--- config.mk ---
export PLATFORM = sky130hd
export DESIGN_NAME = rtc_evt_irq
export DESIGN_NICKNAME = d
export VERILOG_FILES = /design/src/rtl/rtc_evt_pkg.sv /design/src/rtl/rtc_alarm_bank.sv /design/src/rtl/rtc_status_flags.sv /design/src/rtl/rtc_irq_ctrl.sv /design/src/rtl/rtc_evt_irq.sv
export SDC_FILE = /design/constraint.sdc
export NUM_CORES = 1
export LEC_CHECK = 0
export ABC_CLOCK_PERIOD_IN_PS = 1900
export BUFFER_PORTS_ARGS = -buffer_cell sky130_fd_sc_hd__buf_4
export CAP_MARGIN = 20
export CORE_ASPECT_RATIO = 1.25
export CORE_MARGIN = 10
export CORE_UTILIZATION = 25
export CTS_BUF_LIST = sky130_fd_sc_hd__clkbuf_16
export DETAILED_ROUTE_END_ITERATION = 8
export PLACE_DENSITY = 0.44
export RECOVER_POWER = 25
export SKIP_LAST_GASP = 1
export SYNTH_ARGS = -nofsm -noshare
export SYNTH_HDL_FRONTEND = slang
export SYNTH_SLANG_ARGS = --single-unit
--- constraint.sdc ---
create_clock -name clk -period 1.9 [get_ports clk]
set_clock_uncertainty 0.15 [all_clocks]
set_input_delay 0.38 -clock clk [delete_from_list [all_inputs] [get_ports clk]]
set_output_delay 0.38 -clock clk [all_outputs]
set_load 0.01 [all_outputs]
--- src/rtl/rtc_evt_pkg.sv ---
package rtc_evt_pkg;
  localparam int unsigned FIELD_W    = 8;
  localparam int unsigned NUM_FIELDS = 6;
  localparam int unsigned NUM_PER    = 4;
  localparam int unsigned ADDR_W     = 5;
  localparam int unsigned ALARM_BASE = 7;
  localparam int unsigned STAT_ADDR  = 14;
  localparam int unsigned CTRL_ADDR  = 15;

  typedef logic [FIELD_W-1:0] bcd_t;

  // Boundary events implied by a freshly advanced time.
  // bit0 second, bit1 minute, bit2 hour, bit3 day
  function automatic logic [NUM_PER-1:0] boundary_events(bcd_t s, bcd_t m, bcd_t h);
    logic [NUM_PER-1:0] ev;
    ev[0] = 1'b1;
    ev[1] = (s == '0);
    ev[2] = ev[1] && (m == '0);
    ev[3] = ev[2] && (h == '0);
    return ev;
  endfunction

  // Pick the periodic flag chosen by the period select field.
  function automatic logic pick_period(logic [1:0] sel, logic [NUM_PER-1:0] flags);
    return flags[sel];
  endfunction
endpackage

--- src/rtl/rtc_alarm_bank.sv ---
module rtc_alarm_bank
  import rtc_evt_pkg::*;
#(
  parameter int unsigned FIELDS = NUM_FIELDS,
  parameter int unsigned DW     = FIELD_W,
  parameter int unsigned AW     = ADDR_W,
  parameter int unsigned BASE   = ALARM_BASE
) (
  input  logic                 clk,
  input  logic                 rst_n,
  input  logic                 we_i,
  input  logic [AW-1:0]        addr_i,
  input  logic [DW-1:0]        wdata_i,
  input  logic [FIELDS*DW-1:0] time_i,
  output logic [DW-1:0]        rdata_o,
  output logic                 match_o
);
  logic [DW-1:0]     alm_q [FIELDS];
  logic [FIELDS-1:0] hit;
  logic [FIELDS-1:0] field_eq;

  for (genvar g = 0; g < FIELDS; g++) begin : g_field
    localparam logic [AW-1:0] MY_ADDR = AW'(BASE + g);
    assign hit[g]      = (addr_i == MY_ADDR);
    assign field_eq[g] = (alm_q[g] == time_i[g*DW +: DW]);

    always_ff @(posedge clk or negedge rst_n) begin
      if (!rst_n)               alm_q[g] <= '0;
      else if (we_i && hit[g])  alm_q[g] <= wdata_i;
    end

    // an alarm field changes only on a write to its own address
    p_alarm_hold_r2: assert property (@(posedge clk) disable iff (!rst_n)
      !(we_i && hit[g]) |=> $stable(alm_q[g]));
  end

  assign match_o = &field_eq;

  always_comb begin
    rdata_o = '0;
    for (int i = 0; i < FIELDS; i++)
      if (hit[i]) rdata_o = alm_q[i];
  end

  // at most one alarm field answers any address
  p_one_hit_r2: assert property (@(posedge clk) disable iff (!rst_n) $onehot0(hit));
endmodule

--- src/rtl/rtc_status_flags.sv ---
module rtc_status_flags
  import rtc_evt_pkg::*;
#(
  parameter int unsigned AW   = ADDR_W,
  parameter int unsigned NPER = NUM_PER,
  parameter int unsigned ADDR = STAT_ADDR
) (
  input  logic            clk,
  input  logic            rst_n,
  input  logic            tick_i,
  input  logic [NPER-1:0] bound_i,
  input  logic            match_i,
  input  logic            we_i,
  input  logic [AW-1:0]   addr_i,
  input  logic [NPER+1:0] wdata_i,   // bus bits 7:2
  output logic [NPER-1:0] per_o,
  output logic            alarm_o,
  output logic            pup_o,
  output logic [7:0]      rdata_o
);
  localparam logic [AW-1:0] MY_ADDR = AW'(ADDR);

  logic [NPER-1:0] per_q, per_set, per_clr;
  logic            alm_q, alm_set, alm_clr;
  logic            pup_q, pup_clr;
  logic            sel;

  assign sel     = (addr_i == MY_ADDR);
  assign per_set = tick_i ? bound_i : '0;
  assign alm_set = tick_i && match_i;
  assign per_clr = (we_i && sel) ? wdata_i[NPER-1:0] : '0;
  assign alm_clr = we_i && sel && wdata_i[NPER];
  assign pup_clr = we_i && sel && wdata_i[NPER+1];

  for (genvar g = 0; g < NPER; g++) begin : g_per
    always_ff @(posedge clk or negedge rst_n) begin
      if (!rst_n) per_q[g] <= 1'b0;
      else        per_q[g] <= per_set[g] | (per_q[g] & ~per_clr[g]);
    end
  end

  always_ff @(posedge clk or negedge rst_n) begin
    if (!rst_n) begin
      alm_q <= 1'b0;
      pup_q <= 1'b1;
    end else begin
      alm_q <= alm_set | (alm_q & ~alm_clr);
      pup_q <= pup_q & ~pup_clr;
    end
  end

  assign per_o   = per_q;
  assign alarm_o = alm_q;
  assign pup_o   = pup_q;
  assign rdata_o = sel ? {pup_q, alm_q, per_q, 2'b00} : 8'h00;

  // once cleared the power-up flag never returns
  p_pup_stays_low_r6: assert property (@(posedge clk) disable iff (!rst_n)
    !pup_q |=> !pup_q);
  // a set alarm flag survives any cycle without a clearing write
  p_alarm_sticky_r5: assert property (@(posedge clk) disable iff (!rst_n)
    alm_q && !alm_clr |=> alm_q);
  // a set request wins over a simultaneous clear
  p_set_wins_r5: assert property (@(posedge clk) disable iff (!rst_n)
    alm_set |=> alm_q);
  // a clearing write without a new match drops the flag
  p_clear_alarm_r5: assert property (@(posedge clk) disable iff (!rst_n)
    alm_clr && !alm_set |=> !alm_q);
  // the alarm flag cannot rise without a strobe
  p_alarm_needs_tick_r4: assert property (@(posedge clk) disable iff (!rst_n)
    !alm_q && !tick_i |=> !alm_q);
  // every strobe records a second event
  p_sec_each_tick_r3: assert property (@(posedge clk) disable iff (!rst_n)
    tick_i |=> per_q[0]);
endmodule

--- src/rtl/rtc_irq_ctrl.sv ---
module rtc_irq_ctrl
  import rtc_evt_pkg::*;
#(
  parameter int unsigned AW   = ADDR_W,
  parameter int unsigned NPER = NUM_PER,
  parameter int unsigned ADDR = CTRL_ADDR
) (
  input  logic            clk,
  input  logic            rst_n,
  input  logic            we_i,
  input  logic [AW-1:0]   addr_i,
  input  logic [3:0]      wdata_i,
  input  logic [NPER-1:0] per_i,
  input  logic            alarm_i,
  output logic            irq_o,
  output logic [7:0]      rdata_o
);
  localparam logic [AW-1:0] MY_ADDR = AW'(ADDR);

  logic [3:0] ctl_q;
  logic       sel, tmr_src, tmr_req, alm_req;

  assign sel = (addr_i == MY_ADDR);

  always_ff @(posedge clk or negedge rst_n) begin
    if (!rst_n)          ctl_q <= '0;
    else if (we_i && sel) ctl_q <= wdata_i;
  end

  assign tmr_src = pick_period(ctl_q[1:0], per_i);
  assign tmr_req = tmr_src && ctl_q[2];
  assign alm_req = alarm_i && ctl_q[3];
  assign irq_o   = tmr_req || alm_req;
  assign rdata_o = sel ? {4'h0, ctl_q} : 8'h00;

  // control register moves only on its own write
  p_ctl_hold_r7: assert property (@(posedge clk) disable iff (!rst_n)
    !(we_i && sel) |=> $stable(ctl_q));
  // an enabled alarm flag keeps the line up
  p_alarm_level_r8: assert property (@(posedge clk) disable iff (!rst_n)
    alarm_i && ctl_q[3] |-> irq_o);
  // with both enables off the line is quiet
  p_quiet_r8: assert property (@(posedge clk) disable iff (!rst_n)
    !ctl_q[2] && !ctl_q[3] |-> !irq_o);
endmodule

--- src/rtl/rtc_evt_irq.sv ---
module rtc_evt_irq
  import rtc_evt_pkg::*;
#(
  parameter int unsigned AW = ADDR_W,
  parameter int unsigned DW = FIELD_W
) (
  input  logic          clk,
  input  logic          rst_n,
  input  logic          tick_i,
  input  logic [DW-1:0] sec_i,
  input  logic [DW-1:0] min_i,
  input  logic [DW-1:0] hour_i,
  input  logic [DW-1:0] day_i,
  input  logic [DW-1:0] mon_i,
  input  logic [DW-1:0] year_i,
  input  logic          bus_we_i,
  input  logic [AW-1:0] bus_addr_i,
  input  logic [7:0]    bus_wdata_i,
  output logic [7:0]    bus_rdata_o,
  output logic          irq_o
);
  localparam int unsigned TW = NUM_FIELDS * DW;

  logic [TW-1:0]      time_flat;
  logic [NUM_PER-1:0] bound;
  logic               alarm_match;
  logic [NUM_PER-1:0] per_flags;
  logic               alarm_flag, pup_flag;
  logic [7:0]         rd_alm, rd_stat, rd_ctl;

  assign time_flat = {year_i, mon_i, day_i, hour_i, min_i, sec_i};
  assign bound     = boundary_events(sec_i, min_i, hour_i);

  rtc_alarm_bank #(.FIELDS(NUM_FIELDS), .DW(DW), .AW(AW), .BASE(ALARM_BASE)) u_alarm (
    .clk(clk), .rst_n(rst_n), .we_i(bus_we_i), .addr_i(bus_addr_i),
    .wdata_i(bus_wdata_i[DW-1:0]), .time_i(time_flat),
    .rdata_o(rd_alm), .match_o(alarm_match));

  rtc_status_flags #(.AW(AW), .NPER(NUM_PER), .ADDR(STAT_ADDR)) u_flags (
    .clk(clk), .rst_n(rst_n), .tick_i(tick_i), .bound_i(bound),
    .match_i(alarm_match), .we_i(bus_we_i), .addr_i(bus_addr_i),
    .wdata_i(bus_wdata_i[7:2]), .per_o(per_flags), .alarm_o(alarm_flag),
    .pup_o(pup_flag), .rdata_o(rd_stat));

  rtc_irq_ctrl #(.AW(AW), .NPER(NUM_PER), .ADDR(CTRL_ADDR)) u_irq (
    .clk(clk), .rst_n(rst_n), .we_i(bus_we_i), .addr_i(bus_addr_i),
    .wdata_i(bus_wdata_i[3:0]), .per_i(per_flags), .alarm_i(alarm_flag),
    .irq_o(irq_o), .rdata_o(rd_ctl));

  assign bus_rdata_o = rd_alm | rd_stat | rd_ctl;

  // a day event is always accompanied by an hour event
  p_day_implies_hour_r3: assert property (@(posedge clk) disable iff (!rst_n)
    tick_i && bound[3] |=> per_flags[2]);
  // with no flag standing the interrupt is low
  p_no_flag_no_irq_r8: assert property (@(posedge clk) disable iff (!rst_n)
    (per_flags == '0) && !alarm_flag |-> !irq_o);
  // power-up flag is never raised outside reset
  p_pup_no_rise_r6: assert property (@(posedge clk) disable iff (!rst_n)
    !$rose(pup_flag));
endmodule

### After elaboration in Yosys (flattened, before gate mapping)

Index checks and enable logic that the tools add are counted.

* bits in registers: 58
* input port bits: 65
* output and inout port bits: 9
* word-level logic and storage cells: 79

* magnitude comparators: 1
* equal/unequal tests: 14
* muxes and demuxes: 12
* bitwise logic cells: 19
* reductions and logical operators: 20

Operators by type and width (number)
* 2-to-1 mux 8 bit: 7
* == test 8 bit: 6
* == test 5 x 4 -> 1 bit (second input constant): 7
* logical NOT 8 bit: 3
* OR 8 bit: 2
* logical AND 1 bit: 15
* 2-to-1 mux 4 bit: 3
* bitwise AND 1 bit: 6
* inverter 1 bit: 6
* AND reduction 6 bit: 1
* == test 5 x 3 -> 1 bit (second input constant): 1
* OR 1 bit: 5
* < comparator 2 x 3 -> 1 bit (second input constant): 1
* binary-select mux 1 bit (select 2 bit): 1
* logical OR 1 bit: 1
* 2-to-1 mux 1 bit: 1

### Logic depth before layout (Yosys ltp)

Gate-level depths: netlist of run 1.

* depth in word-level cells: 9
* gate-level depth with buffers: 8
* mapped depth without buffers: 5

### Modules after synthesis

A second synthesis of run 1 with hierarchy kept.

* cell total of the unflattened synthesis: 318
* area total of the unflattened synthesis: 3627.2 sq um

Modules (own cells, without submodules)
* rtc_alarm_bank: instances 1, cells each 245, area an instance 2870.3 sq um, seq. area each 1201.2 sq um
* rtc_status_flags: instances 1, cells each 31, area an instance 356.6 sq um, seq. area each 151.4 sq um
* rtc_irq_ctrl: instances 1, cells each 24, area an instance 274.0 sq um, seq. area each 100.1 sq um
* rtc_evt_irq: instances 1, cells each 18, area an instance 126.4 sq um, seq. area each 0.0 sq um

### Worst setup path after synthesis of run 1

No wires, ideal clock.

* path kind: input -> output
* from: input port bus_addr_i[0]
* to: output port bus_rdata_o[6]
* data arrival time: 1527 ps
* data required time: 1370 ps
* setup slack: -157 ps
* stages on the path: 7
* path buffers: 3
* cells stage by stage: buf_6 > and2_4 > buf_6 > and4bb_1 > buf_6 > a222oi_1 > a21oi_1

* cells in the longest elaborated chain, start to end: 9
* elaborated cells on any way between the ends: 16
* those cells by class: eq/ne (7); mux (7); bitwise (2)

Ends and longest elaborated chain
* start: declaration: line rtc_evt_irq.sv:17 `input logic [AW-1:0] bus_addr_i,`
* == test 5 x 3 -> 1 bit: line rtc_alarm_bank.sv:24 `assign hit[g] = (addr_i == MY_ADDR);`
* 2-to-1 mux 8 bit (6 in series): line rtc_alarm_bank.sv:42 `if (hit[i]) rdata_o = alm_q[i];`
* OR 8 bit * (2 in series): line rtc_evt_irq.sv:50 `assign bus_rdata_o = rd_alm | rd_stat | rd_ctl;`
* end: declaration: line rtc_evt_irq.sv:19 `output logic [7:0] bus_rdata_o,`

Every way passes the cells marked *; elsewhere a longest branch is shown, timed or not.

### Worst setup path in the final report of run 1

* from: register u_alarm.alm_q[22] in the netlist's numbering
* to: output port bus_rdata_o[6]

* cells in the longest elaborated chain, start to end: 5

Ends and longest elaborated chain
* start: declaration: line rtc_alarm_bank.sv:18 `logic [DW-1:0] alm_q [FIELDS];`
* start signal: indexed assignment: line rtc_alarm_bank.sv:29 `else if (we_i && hit[g]) alm_q[g] <= wdata_i;`
* 2-to-1 mux 8 bit (3 in series): line rtc_alarm_bank.sv:42
* OR 8 bit (2 in series): line rtc_evt_irq.sv:50

Every way passes these cells.

==> results of run 1 <==
[cell type report]
type,instances,area share [%]
timing repair buffer,121,21.2
clock inverter,7,1.09
sequential,58,29.4
tap,171,4.32
inverter,4,0.303
clock buffer,9,4.55
multi-input combinational,230,39.2
[cells in the final DEF (no fill, tap or decap), types with 3 or more instances in the layout]
master,synthesis,final
a22oi_1,4,3
clkbuf_16,0,10
nand2_2,1,4
xnor2_1,27,27
nor2_1,14,13
nand2_1,21,18
buf_6,4,8
inv_1,3,6
a21oi_1,9,8
mux2i_1,3,3
o21a_1,4,4
mux2_2,53,53
nand3_2,3,3
buf_4,0,101
o21ai_1,0,3
o22ai_1,8,5
nand4_1,8,8
nor4_1,11,11
o21ai_0,8,4
buf_12,0,7
o22a_1,4,4
dfrtp_1,57,57
xor2_1,19,19
o22ai_2,0,3
[cell families (layout without fill, tap and decap cells)]
logic type / after synthesis / after routing / share of synthesized area, %
flip-flops: 58 / 58 / 42.7
XOR/XNOR: 46 / 46 / 11.8
multiplexers: 58 / 58 / 19.4
AND/OR/NAND/NOR: 76 / 76 / 13.0
buffers and inverters: 16 / 141 / 2.87
AO/OA/AOI/OAI: 50 / 50 / 10.2
[critical path, stage by stage, from the launching register on]
cell and delay [ns]:
dfrtp_1 0.41, o21ai_0 0.16, nand2_1 0.09, a222oi_1 0.35, a21oi_1 0.16, buf_4 0.17
[cells in the mapped netlist, types with 2 or more instances]
| master | n | area, sq um |
|---|---|---|
| dfrtp_1 | 57 | 1430 |
| xor2_1 | 19 | 166 |
| mux2_2 | 53 | 597 |
| clkbuf_1 | 2 | 7.51 |
| buf_2 | 6 | 30.0 |
| o32ai_1 | 2 | 17.5 |
| o21ai_0 | 8 | 40.0 |
| a22oi_1 | 4 | 30.0 |
| nor4b_1 | 2 | 17.5 |
| o22ai_1 | 8 | 50.1 |
| nand3_1 | 2 | 10.0 |
| nand4b_1 | 2 | 17.5 |
| nand3b_1 | 2 | 15.0 |
| nand4_1 | 8 | 50.1 |
| a21oi_1 | 9 | 45.0 |
| a222oi_1 | 2 | 20.0 |
| a32o_1 | 2 | 20.0 |
| nor2_1 | 14 | 52.6 |
| nor4_1 | 11 | 68.8 |
| nand3_2 | 3 | 30.0 |
| mux2i_1 | 3 | 30.0 |
| nand2_1 | 21 | 78.8 |
| xnor2_1 | 27 | 236 |
| o21a_1 | 4 | 30.0 |
| nand2b_1 | 2 | 12.5 |
| inv_1 | 3 | 11.3 |
| a21o_1 | 2 | 15.0 |
| buf_6 | 4 | 45.0 |
| o22a_1 | 4 | 35.0 |
[where the power goes]
part | internal, W | leakage, nW | switching [W]
sequential | 0.00146 | 0.739 | 0.000230
combinational | 0.000548 | 1.33 | 0.000411
clock | 0.000987 | 0.148 | 0.000559
total | 0.00299 | 2.22 | 0.00120
[metal layers]
metal / GRT usage, % / vias up
met2: 25.7 / 65
li1: - / 1354
met5: 0 / -
met3: 2.39 / 12
met1: 16.5 / 1491
met4: 5.66 / 0
[stage by stage]
stage | hold WS [ns] | cell area, sq um | cells | util, % | setup WS, ns
after floorplan | -0.0656 | 3440 | 304 | - | -0.132
after global placement | 0.0990 | 4430 | 570 | 33.3 | -0.390
after detailed placement | 0.0964 | 4430 | 570 | 33.3 | -0.404
after CTS | 0.112 | 4850 | 595 | 36.5 | -0.345
after global routing | 0.116 | 4950 | 600 | 37.2 | -0.376
final | 0.122 | 4950 | 600 | 37.2 | -0.302
[sequential cells by signal, indices dropped and copies added, names as in the netlist]
name             count
u_flags.alarm_o      1
u_irq.ctl_q          4
u_alarm.alm_q       48
u_flags.pup_o        1
u_flags.per_o        4
[what timing repair did]
| action | CTS | global route |
|---|---|---|
| hold endpoints to repair | 27 | 0 |
| pin swaps | 5 | 13 |
| gates cloned | 1 | 1 |
| gates resized for setup | 20 | 17 |
| hold buffers | 1 | 0 |
| setup endpoints to repair | 9 | 9 |
| buffers inserted | 7 | 5 |
[final timing paths]
| kind | start | depth (start not counted) | slack [ns] | end |
|---|---|---|---|---|
| min in group asynchronous | rst_n | 2 | 0.49 | u_alarm.alm_q[7] |
| min reg2reg | u_flags.pup_o | 1 | 0.34 | u_flags.pup_o |
| max reg2reg | u_alarm.alm_q[44] | 5 | 0.14 | u_flags.alarm_o |
| min | tick_i | 2 | 0.12 | u_flags.per_o[0] |
| max in group asynchronous | rst_n | 3 | 0.25 | u_alarm.alm_q[12] |
| max | u_alarm.alm_q[22] | 5 | -0.30 | bus_rdata_o[6] |
==> summary.md, run 1 <==
| Metric | Value |
|---|---|
| Mean post-synth cell area | `11.2 sq um` |
| WL met3 | `500 microns` |
| Clk Latency, worst-skew pair | `0.33 ns` |
| Post-synth EDFFs | `0` |
| Vias in the first global route | `3,285` |
| Worst-path maximum fanout | `3` |
| RSZ-0062 raised after global routing | `true` |
| Synth Register Bits | `58` |
| Max Cap Viol | `0` |
| Pleak | `2.22 nW` |
| Type of the worst min-delay path | `in2reg` |
| Post-Synthesis Cells | `304` |
| Total die area | `18,700 sq um` |
| Clk buf depth | `2` |
| Endpoints failing setup | `9` |
| Violations in the final reports | `setup timing` |
| Fillers | `1,379` |
| Actual slew at the worst max-slew pin | `0.750 ns` |
| Worst EP arrival | `1.67 ns` |
| Grt ovf | `0` |
| DRC Markers | `0` |
| Post-route setup slack | `-0.302 ns` |
| I/O Pins | `74` |
| Nature of the critical path startpoint | `register` |
| Final period util | `116%` |
| Detailed placer's ending HPWL | `10,800 microns` |
| Core Box Area | `13,300 sq um` |
| Initial Util | `25.6%` |
| Sequential share of the synthesized area | `42.7%` |
| Routed via count | `2,922` |
| Setup tns final | `-1.80 ns` |
| Antenna violations before repair | `0` |
| Final Max Slew Viols | `0` |
| Async SR Flop Fraction | `100%` |
| Largest net degree at the start of global routing | `22` |
| Clk slew on worst S/H paths | `0.05 ns` |
| DRT iter0 DRCs | `208` |
| Num rows | `47` |
| Mapped cell area | `3400 sq um` |
| Vias per Instance | `4.87` |
| Final Power | `0.00419 W` |
| CTS buffer count | `9` |
| CP Capture Type | `primary output` |
| Minimum clock period | `2.20 ns` |
| Global-route wire length before repair | `20,300 microns` |
| Critical path type | `reg2out` |
| M1 wire length | `5710 microns` |
| Buffers on Ports | `73` |
| Die X | `124 microns` |
| Die height | `150 microns` |
| Top Metal Used | `met4` |
| Met2 WL | `7140 microns` |
| Final Hold Viols | `0` |
| Antenna diodes | `0` |
| Max IR drop VDD | `0.406 mV` |
| Multi-input gate area | `1940 sq um` |
| Peak Freq | `0.454 GHz` |
| Share of layout cells above drive strength 1 | `49.0%` |
| Clk root buf | `clkbuf_16` |
| Synth Flop Type | `dfrtp_1` |
| Slew headroom | `50.0%` |
| Area Overhead vs Synth | `45.4%` |
| Fin nets | `489` |
| H-tree depth | `3` |
| Yosys warns | `0` |
| Pwr dens | `847 nW/um^2` |
| Routed len/inst | `22.7 microns` |
| Gr usage total | `14.3%` |
| Post-synth cell types | `47` |
| Worst EP required | `1.37 ns` |
| Placer Congestion | `0.866` |
| Sequential Area | `1450 sq um` |
| Total wire length | `13,600 microns` |
| TritonCTS clock tree | `built` |
| Antenna viol nets, final | `0` |
| Status | `finished, violations left` |
| Sinks on Clock Net | `58` |
| Drt first pass iters | `4` |
| Net Count, Synth | `369` |
(Power assumes the default switching activity.)
==> run 2, diff against run 1 <==
--- a/config.mk
+++ b/config.mk
@@ -15,6 +15,7 @@
 export DETAILED_ROUTE_END_ITERATION = 8
 export PLACE_DENSITY = 0.44
 export RECOVER_POWER = 25
+export SKIP_CTS_REPAIR_TIMING = 1
 export SKIP_LAST_GASP = 1
 export SYNTH_ARGS = -nofsm -noshare
 export SYNTH_HDL_FRONTEND = slang
==> run 2 against run 1 <==
Against the previous run: the run still ends with setup timing left; final area about the same; non-clock buffer count increased by 3; global-route usage decreased by 0.19 points; worst setup slack got worse by 0.028 ns; register-to-register slack improved by 0.02 ns; critical path type is now in2out; critical endpoint unchanged.
==> summary.md, run 2 (synthesis results as in run 1) <==
| Metric | Value |
|---|---|
| Violations in the final reports | `setup timing` |
| Final period util | `117%` |
| Max IR drop VDD | `0.406 mV` |
| Share of layout cells above drive strength 1 | `48.8%` |
| Pleak | `2.22 nW` |
| Status | `finished, violations left` |
| Fin nets | `492` |
| Sequential Area | `1450 sq um` |
| Commonest non-fill, non-tap cells in the layout | `105 x buf_4, 57 x dfrtp_1, 53 x mux2_2, 27 x xnor2_1` |
| DRC Markers | `0` |
| Worst EP required | `1.37 ns` |
| Clk Latency, worst-skew pair | `0.33 ns` |
| Pwr dens | `848 nW/um^2` |
| Antenna viol nets, final | `0` |
| Worst path cell trace | `buf_12, and2_4, and4bb_1, buf_6, a222oi_1, a21oi_1, buf_4` |
| I/O Pins | `74` |
| Final Hold Viols | `0` |
| CP bufs+invs | `3` |
| Minimum clock period | `2.23 ns` |
| Vias per Instance | `4.94` |
| CP peak stage delay | `0.38 ns` |
| TritonCTS clock tree | `built` |
| Drt first pass iters | `4` |
| Type of the worst min-delay path | `in2reg` |
| Max reg flops | `48` |
| Critical path launch point | `bus_addr_i[0]` |
| Cell Count, Final, Fillers Out | `603` |
| Area Overhead vs Synth | `45.3%` |
| Die height | `150 microns` |
| RSZ-0062 raised after global routing | `true` |
| DRT iter0 DRCs | `210` |
| Buffers on Ports | `73` |
| Sinks on Clock Net | `58` |
| Global-route wire length before repair | `19,900 microns` |
| Post-route setup slack | `-0.330 ns` |
| Antenna diodes | `0` |
| Placer Congestion | `0.866` |
| Vias in the first global route | `3,233` |
| Endpoints failing setup | `9` |
| Slowest CP cell | `a222oi_1` |
| Num rows | `47` |
| H-tree depth | `3` |
| Multi-input gate area | `1930 sq um` |
| Slew headroom | `49.5%` |
| Actual slew at the worst max-slew pin | `0.758 ns` |
| Leading cell type in the layout, fill and taps excluded | `buf_4` |
| Max Cap Viol | `0` |
| Clk slew on worst S/H paths | `0.05 ns` |
| Worst-path maximum fanout | `7` |
| Biggest register | `u_alarm.alm_q` |
| Die X | `124 microns` |
| Fillers | `1,375` |
| Peak Freq | `0.448 GHz` |
| Cell Count Post-Placement | `570` |
| RR Startpoint | `u_alarm.alm_q[44]` |
| Core Box Area | `13,300 sq um` |
| Largest net degree at the start of global routing | `22` |
| Gr usage total | `14.1%` |
| CTS buffer count | `9` |
| Worst EP arrival | `1.70 ns` |
| Initial Util | `25.6%` |
| Nature of the critical path startpoint | `input pin` |
| Total wire length | `13,800 microns` |
| Post-Place Worst Slack | `-0.404 ns` |
| Clk root buf | `clkbuf_16` |
| CP Capture Type | `primary output` |
| Antenna violations before repair | `0` |
| Critical path type | `in2out` |
| Clk buf depth | `2` |
| Total die area | `18,700 sq um` |
| Grt ovf | `0` |
| Family with the most delay on the worst path | `compound AO/OA/AOI/OAI gates` |
| Detailed placer's ending HPWL | `10,800 microns` |
| Min-delay src | `bus_wdata_i[7]` |
| Final Max Slew Viols | `0` |
| Routed via count | `2,978` |
| Routed len/inst | `22.9 microns` |
-- run 2: cell count changes in the layout (fill, tap and decap cells not counted) --
cell,before,now
buf_12,7,6
nand2_2,4,3
nand2_1,18,19
buf_4,101,105
buf_8,1,0
a22oi_1,3,4
buf_6,8,9
a22oi_2,1,0
-- run 2: final timing paths --
kind	endpoint	slack, ns	cells past startpoint
min in group asynchronous	u_alarm.alm_q[7]	0.49	2
worst min register to register	u_flags.pup_o	0.34	1
worst max-delay path	bus_rdata_o[6]	-0.33	7
max in group asynchronous	u_alarm.alm_q[12]	0.24	3
worst min-delay path	u_flags.pup_o	0.13	2
worst max register to register	u_flags.alarm_o	0.16	5
-- run 2: worst register-to-register path: stages, from the launching register on --
cell     delay (ns)
dfrtp_1        0.40
xor2_1         0.19
nor4_1         0.41
nand4_1        0.15
nor4_1         0.20
a32o_1         0.19
-- run 2: per-layer routing --
metal  up-vias  wire (microns)  track usage [%]  share of wire (%)
li1       1368               -                -                  -
met3        16             534             2.39                3.9
met5         -               0                0                  0
met2        87            7210             25.3                 52
met4         0             304             6.01                2.2
met1      1507            5740             16.2                 42
-- run 2: cell type report --
type,count,share of cell area (%)
Tap cell,171,4.32
Timing Repair Buffer,124,21.3
Sequential cell,58,29.4
Clock inverter,7,1.09
Multi-Input combinational cell,230,39.0
Inverter,4,0.303
Clock buffer,9,4.55
-- run 2: metrics by stage --
stage	util, %	total power, W	setup TNS (ns)	hold slack, ns	area [sq um]
4_1_cts	35.4	0.00417	-3.14	-0.248	4710
2_1_floorplan	-	0.00216	-0.466	-0.0656	3440
3_3_place_gp	33.3	0.00261	-3.78	0.0990	4430
3_5_place_dp	33.3	0.00261	-4.02	0.0964	4430
6_report	37.2	0.00419	-2.18	0.126	4950
5_1_grt	37.2	0.00437	-2.67	0.116	4950
-- run 2: report_power, final --
group          total (W)  switching (W)  internal (W)  leakage, nW
Sequential       0.00169       0.000231       0.00146        0.739
Clock            0.00154       0.000555      0.000987        0.148
Combinational   0.000963       0.000415      0.000548         1.34
Total            0.00419        0.00120       0.00299         2.22
==> run 3, diff against run 2 <==
--- a/config.mk
+++ b/config.mk
@@ -13,10 +13,12 @@
 export CORE_UTILIZATION = 25
 export CTS_BUF_LIST = sky130_fd_sc_hd__clkbuf_16
 export DETAILED_ROUTE_END_ITERATION = 8
+export MAX_ROUTING_LAYER = met4
 export PLACE_DENSITY = 0.44
 export RECOVER_POWER = 25
 export SKIP_CTS_REPAIR_TIMING = 1
 export SKIP_LAST_GASP = 1
 export SYNTH_ARGS = -nofsm -noshare
 export SYNTH_HDL_FRONTEND = slang
+export SYNTH_HIERARCHICAL = 1
 export SYNTH_SLANG_ARGS = --single-unit
==> run 3 against run 2 <==
Against the previous run: the flow still finishes with violations (setup timing); critical endpoint unchanged; synthesized cell count grew 4.6%; global-route usage grew 0.39 points; sequential power is essentially flat; highest routed layer unchanged; critical path type unchanged.
==> summary.md, run 3 <==
| Metric | Value |
|---|---|
| Type of the worst min-delay path | `in2reg` |
| Violations in the final reports | `setup timing` |
| Area contributors post-synth | `dfrtp_1 39%, mux2_2 14%, xor2_1 12%` |
| Yosys warns | `6` |
| Min-delay src | `tick_i` |
| Num rows | `49` |
| Critical path launch point | `bus_addr_i[3]` |
| Final Power | `0.00447 W` |
| Worst EP required | `1.37 ns` |
| Synth Register Bits | `58` |
| Initial Util | `25.4%` |
| Grt ovf | `0` |
| Clk buf depth | `2` |
| Worst-path maximum fanout | `9` |
| Largest family of logic cells by synthesized area | `multiplexers` |
| Sinks on Clock Net | `58` |
| Slew headroom | `64.6%` |
| Detailed placer's ending HPWL | `11,400 microns` |
| Total die area | `19,800 sq um` |
| Final Hold Viols | `0` |
| Routed via count | `3,108` |
| Placer Congestion | `0.844` |
| Nature of the critical path startpoint | `input pin` |
| Compound-Gate Fraction of Synth Area | `9.24%` |
| Dominant cell type by area after synthesis | `dfrtp_1` |
| Pleak | `2.54 nW` |
| TritonCTS clock tree | `built` |
| Peak Freq | `0.417 GHz` |
| Mapped cell area | `3630 sq um` |
| Post-route setup slack | `-0.499 ns` |
| Buffers on Ports | `73` |
| Mux cell area share after synthesis | `17.9%` |
| Final Max Slew Viols | `0` |
| Gr usage total | `14.5%` |
| Area Overhead vs Synth | `51.9%` |
| Cell Count Post-Placement | `626` |
| DRT iter0 DRCs | `198` |
| Vias in the first global route | `3,309` |
| Yosys top cell area share | `39.3%` |
| Sequential share of the synthesized area | `40.0%` |
| Share of layout cells above drive strength 1 | `56.9%` |
| CP Capture Type | `primary output` |
| Max reg flops | `48` |
| Antenna viol nets, final | `0` |
| Status | `finished, violations left` |
| Actual slew at the worst max-slew pin | `0.531 ns` |
| Clk root buf | `clkbuf_16` |
| Die X | `128 microns` |
| Clk slew on worst S/H paths | `0.05 ns` |
| Biggest register | `u_alarm/alm_q` |
| Fin util | `38.6%` |
| Post-Synth Simple-Gate Area | `17.7%` |
| Leading cell type in the layout, fill and taps excluded | `buf_4` |
| I/O Pins | `74` |
| CTS buffer count | `9` |
| Largest net degree at the start of global routing | `28` |
| Post-Synth Adder-Cell Area | `0%` |
| Final period util | `126%` |
| Routed len/inst | `22.6 microns` |
| RSZ-0062 raised after global routing | `true` |
| RR Startpoint | `u_alarm/alm_q[27]` |
| Mean post-synth cell area | `11.4 sq um` |
| Setup tns final | `-4.00 ns` |
| Fillers | `1,384` |
| Antenna diodes | `0` |
| Total wire length | `14,500 microns` |
| Max IR drop VDD | `0.465 mV` |
| Endpoints failing setup | `9` |
| Commonest non-fill, non-tap cells in the layout | `128 x buf_4, 57 x dfrtp_1, 48 x xor2_1, 44 x mux2_2, 14 x nor4_1` |
| Antenna violations before repair | `0` |
| Max Cap Viol | `0` |
| Core Box Area | `14,300 sq um` |
| Fin nets | `527` |
| Global-route wire length before repair | `20,700 microns` |
| Post-synthesis xor/xnor area fraction | `11.6%` |
| Most common cell in the synthesized netlist | `dfrtp_1` |
| Async SR Flop Fraction | `100%` |
| Cell Count, Final, Fillers Out | `644` |
| Post-Synthesis Cells | `318` |
| Post-synth EDFFs | `0` |
| Critical path type | `in2out` |
| Minimum clock period | `2.40 ns` |
| Drt first pass iters | `4` |
| Die height | `155 microns` |
| DRC Markers | `0` |
| Worst EP arrival | `1.87 ns` |
| H-tree depth | `3` |
| Clk Latency, worst-skew pair | `0.33 ns` |
| Post-Place Worst Slack | `-0.630 ns` |
| Vias per Instance | `4.83` |
| Most common library cells after synthesis | `57 x dfrtp_1, 48 x xor2_1, 44 x mux2_2, 16 x nor4_1, 13 x nand4_1` |
| Pwr dens | `810 nW/um^2` |
| Synth Flop Type | `dfrtp_1` |
| Post-synth cell types | `50` |
-- run 3: cell count changes after synthesis, moves of 7 or more --
cell       delta
mux2_4        +8
o22ai_1       -8
nand2_1      -20
mux2_2        -9
nor2_1        -7
a2bb2oi_1     +7
or3_1         +8
buf_4         +7
xor2_1       +29
xnor2_1      -27
-- run 3: metal layers --
layer | wire length, microns | track usage (%) | up-vias
met5 | 0 | - | -
li1 | - | - | 1477
met3 | 406 | 2.50 | 24
met2 | 8300 | 26.2 | 55
met1 | 5500 | 15.6 | 1552
met4 | 338 | 4.62 | 0
-- run 3: kinds of logic after synthesis --
group	count (synthesis)
multiplexers	54
buffers and inverters	23
XOR/XNOR	48
AND/OR/NAND/NOR	92
other	3
flip-flops	58
AO/OA/AOI/OAI	40
-- run 3: through the flow --
step	hold WS (ns)	area, sq um
finish	0.187	5510
global route	0.193	5510
CTS	-0.205	5250
detailed placement	0.135	4970
global placement	0.145	4970
floorplan	-0.0656	3720
-- run 3: area by class of cell --
type | instances | area (sq um) | share of cell area [%]
inverter | 3 | 11.3 | 0.204
clock inverter | 6 | 50.0 | 0.908
clock buffer | 9 | 225 | 4.09
multi-input combinational | 242 | 2310 | 41.8
timing repair buffer | 148 | 1240 | 22.6
sequential | 58 | 1450 | 26.4
tap | 178 | 223 | 4.04
-- run 3: worst paths after layout --
| kind | slack (ns) | cells after the start | to |
|---|---|---|---|
| max | -0.50 | 8 | bus_rdata_o[6] |
| min reg2reg | 0.29 | 2 | u_flags/pup_o |
| min | 0.19 | 2 | u_flags/per_o[3] |
| max reg2reg | 0.04 | 7 | u_flags/alarm_o |
| max in group asynchronous | 0.33 | 3 | u_alarm/alm_q[31] |
| min in group asynchronous | 0.41 | 2 | u_alarm/alm_q[17] |
-- run 3: worst max-delay path, stage by stage --
cell and delay, ns:
buf_4 0.15, nor4b_4 0.13, buf_4 0.17, a2bb2oi_1 0.24, o221ai_1 0.17, o221a_2 0.15, or3_4 0.32, buf_4 0.15
-- run 3: power breakdown --
part	switching (W)	internal [W]	total, W	leakage (nW)
registers	0.000217	0.00146	0.00168	0.725
clock network	0.000559	0.000985	0.00154	0.139
logic	0.000527	0.000715	0.00124	1.68
total	0.00130	0.00316	0.00447	2.54
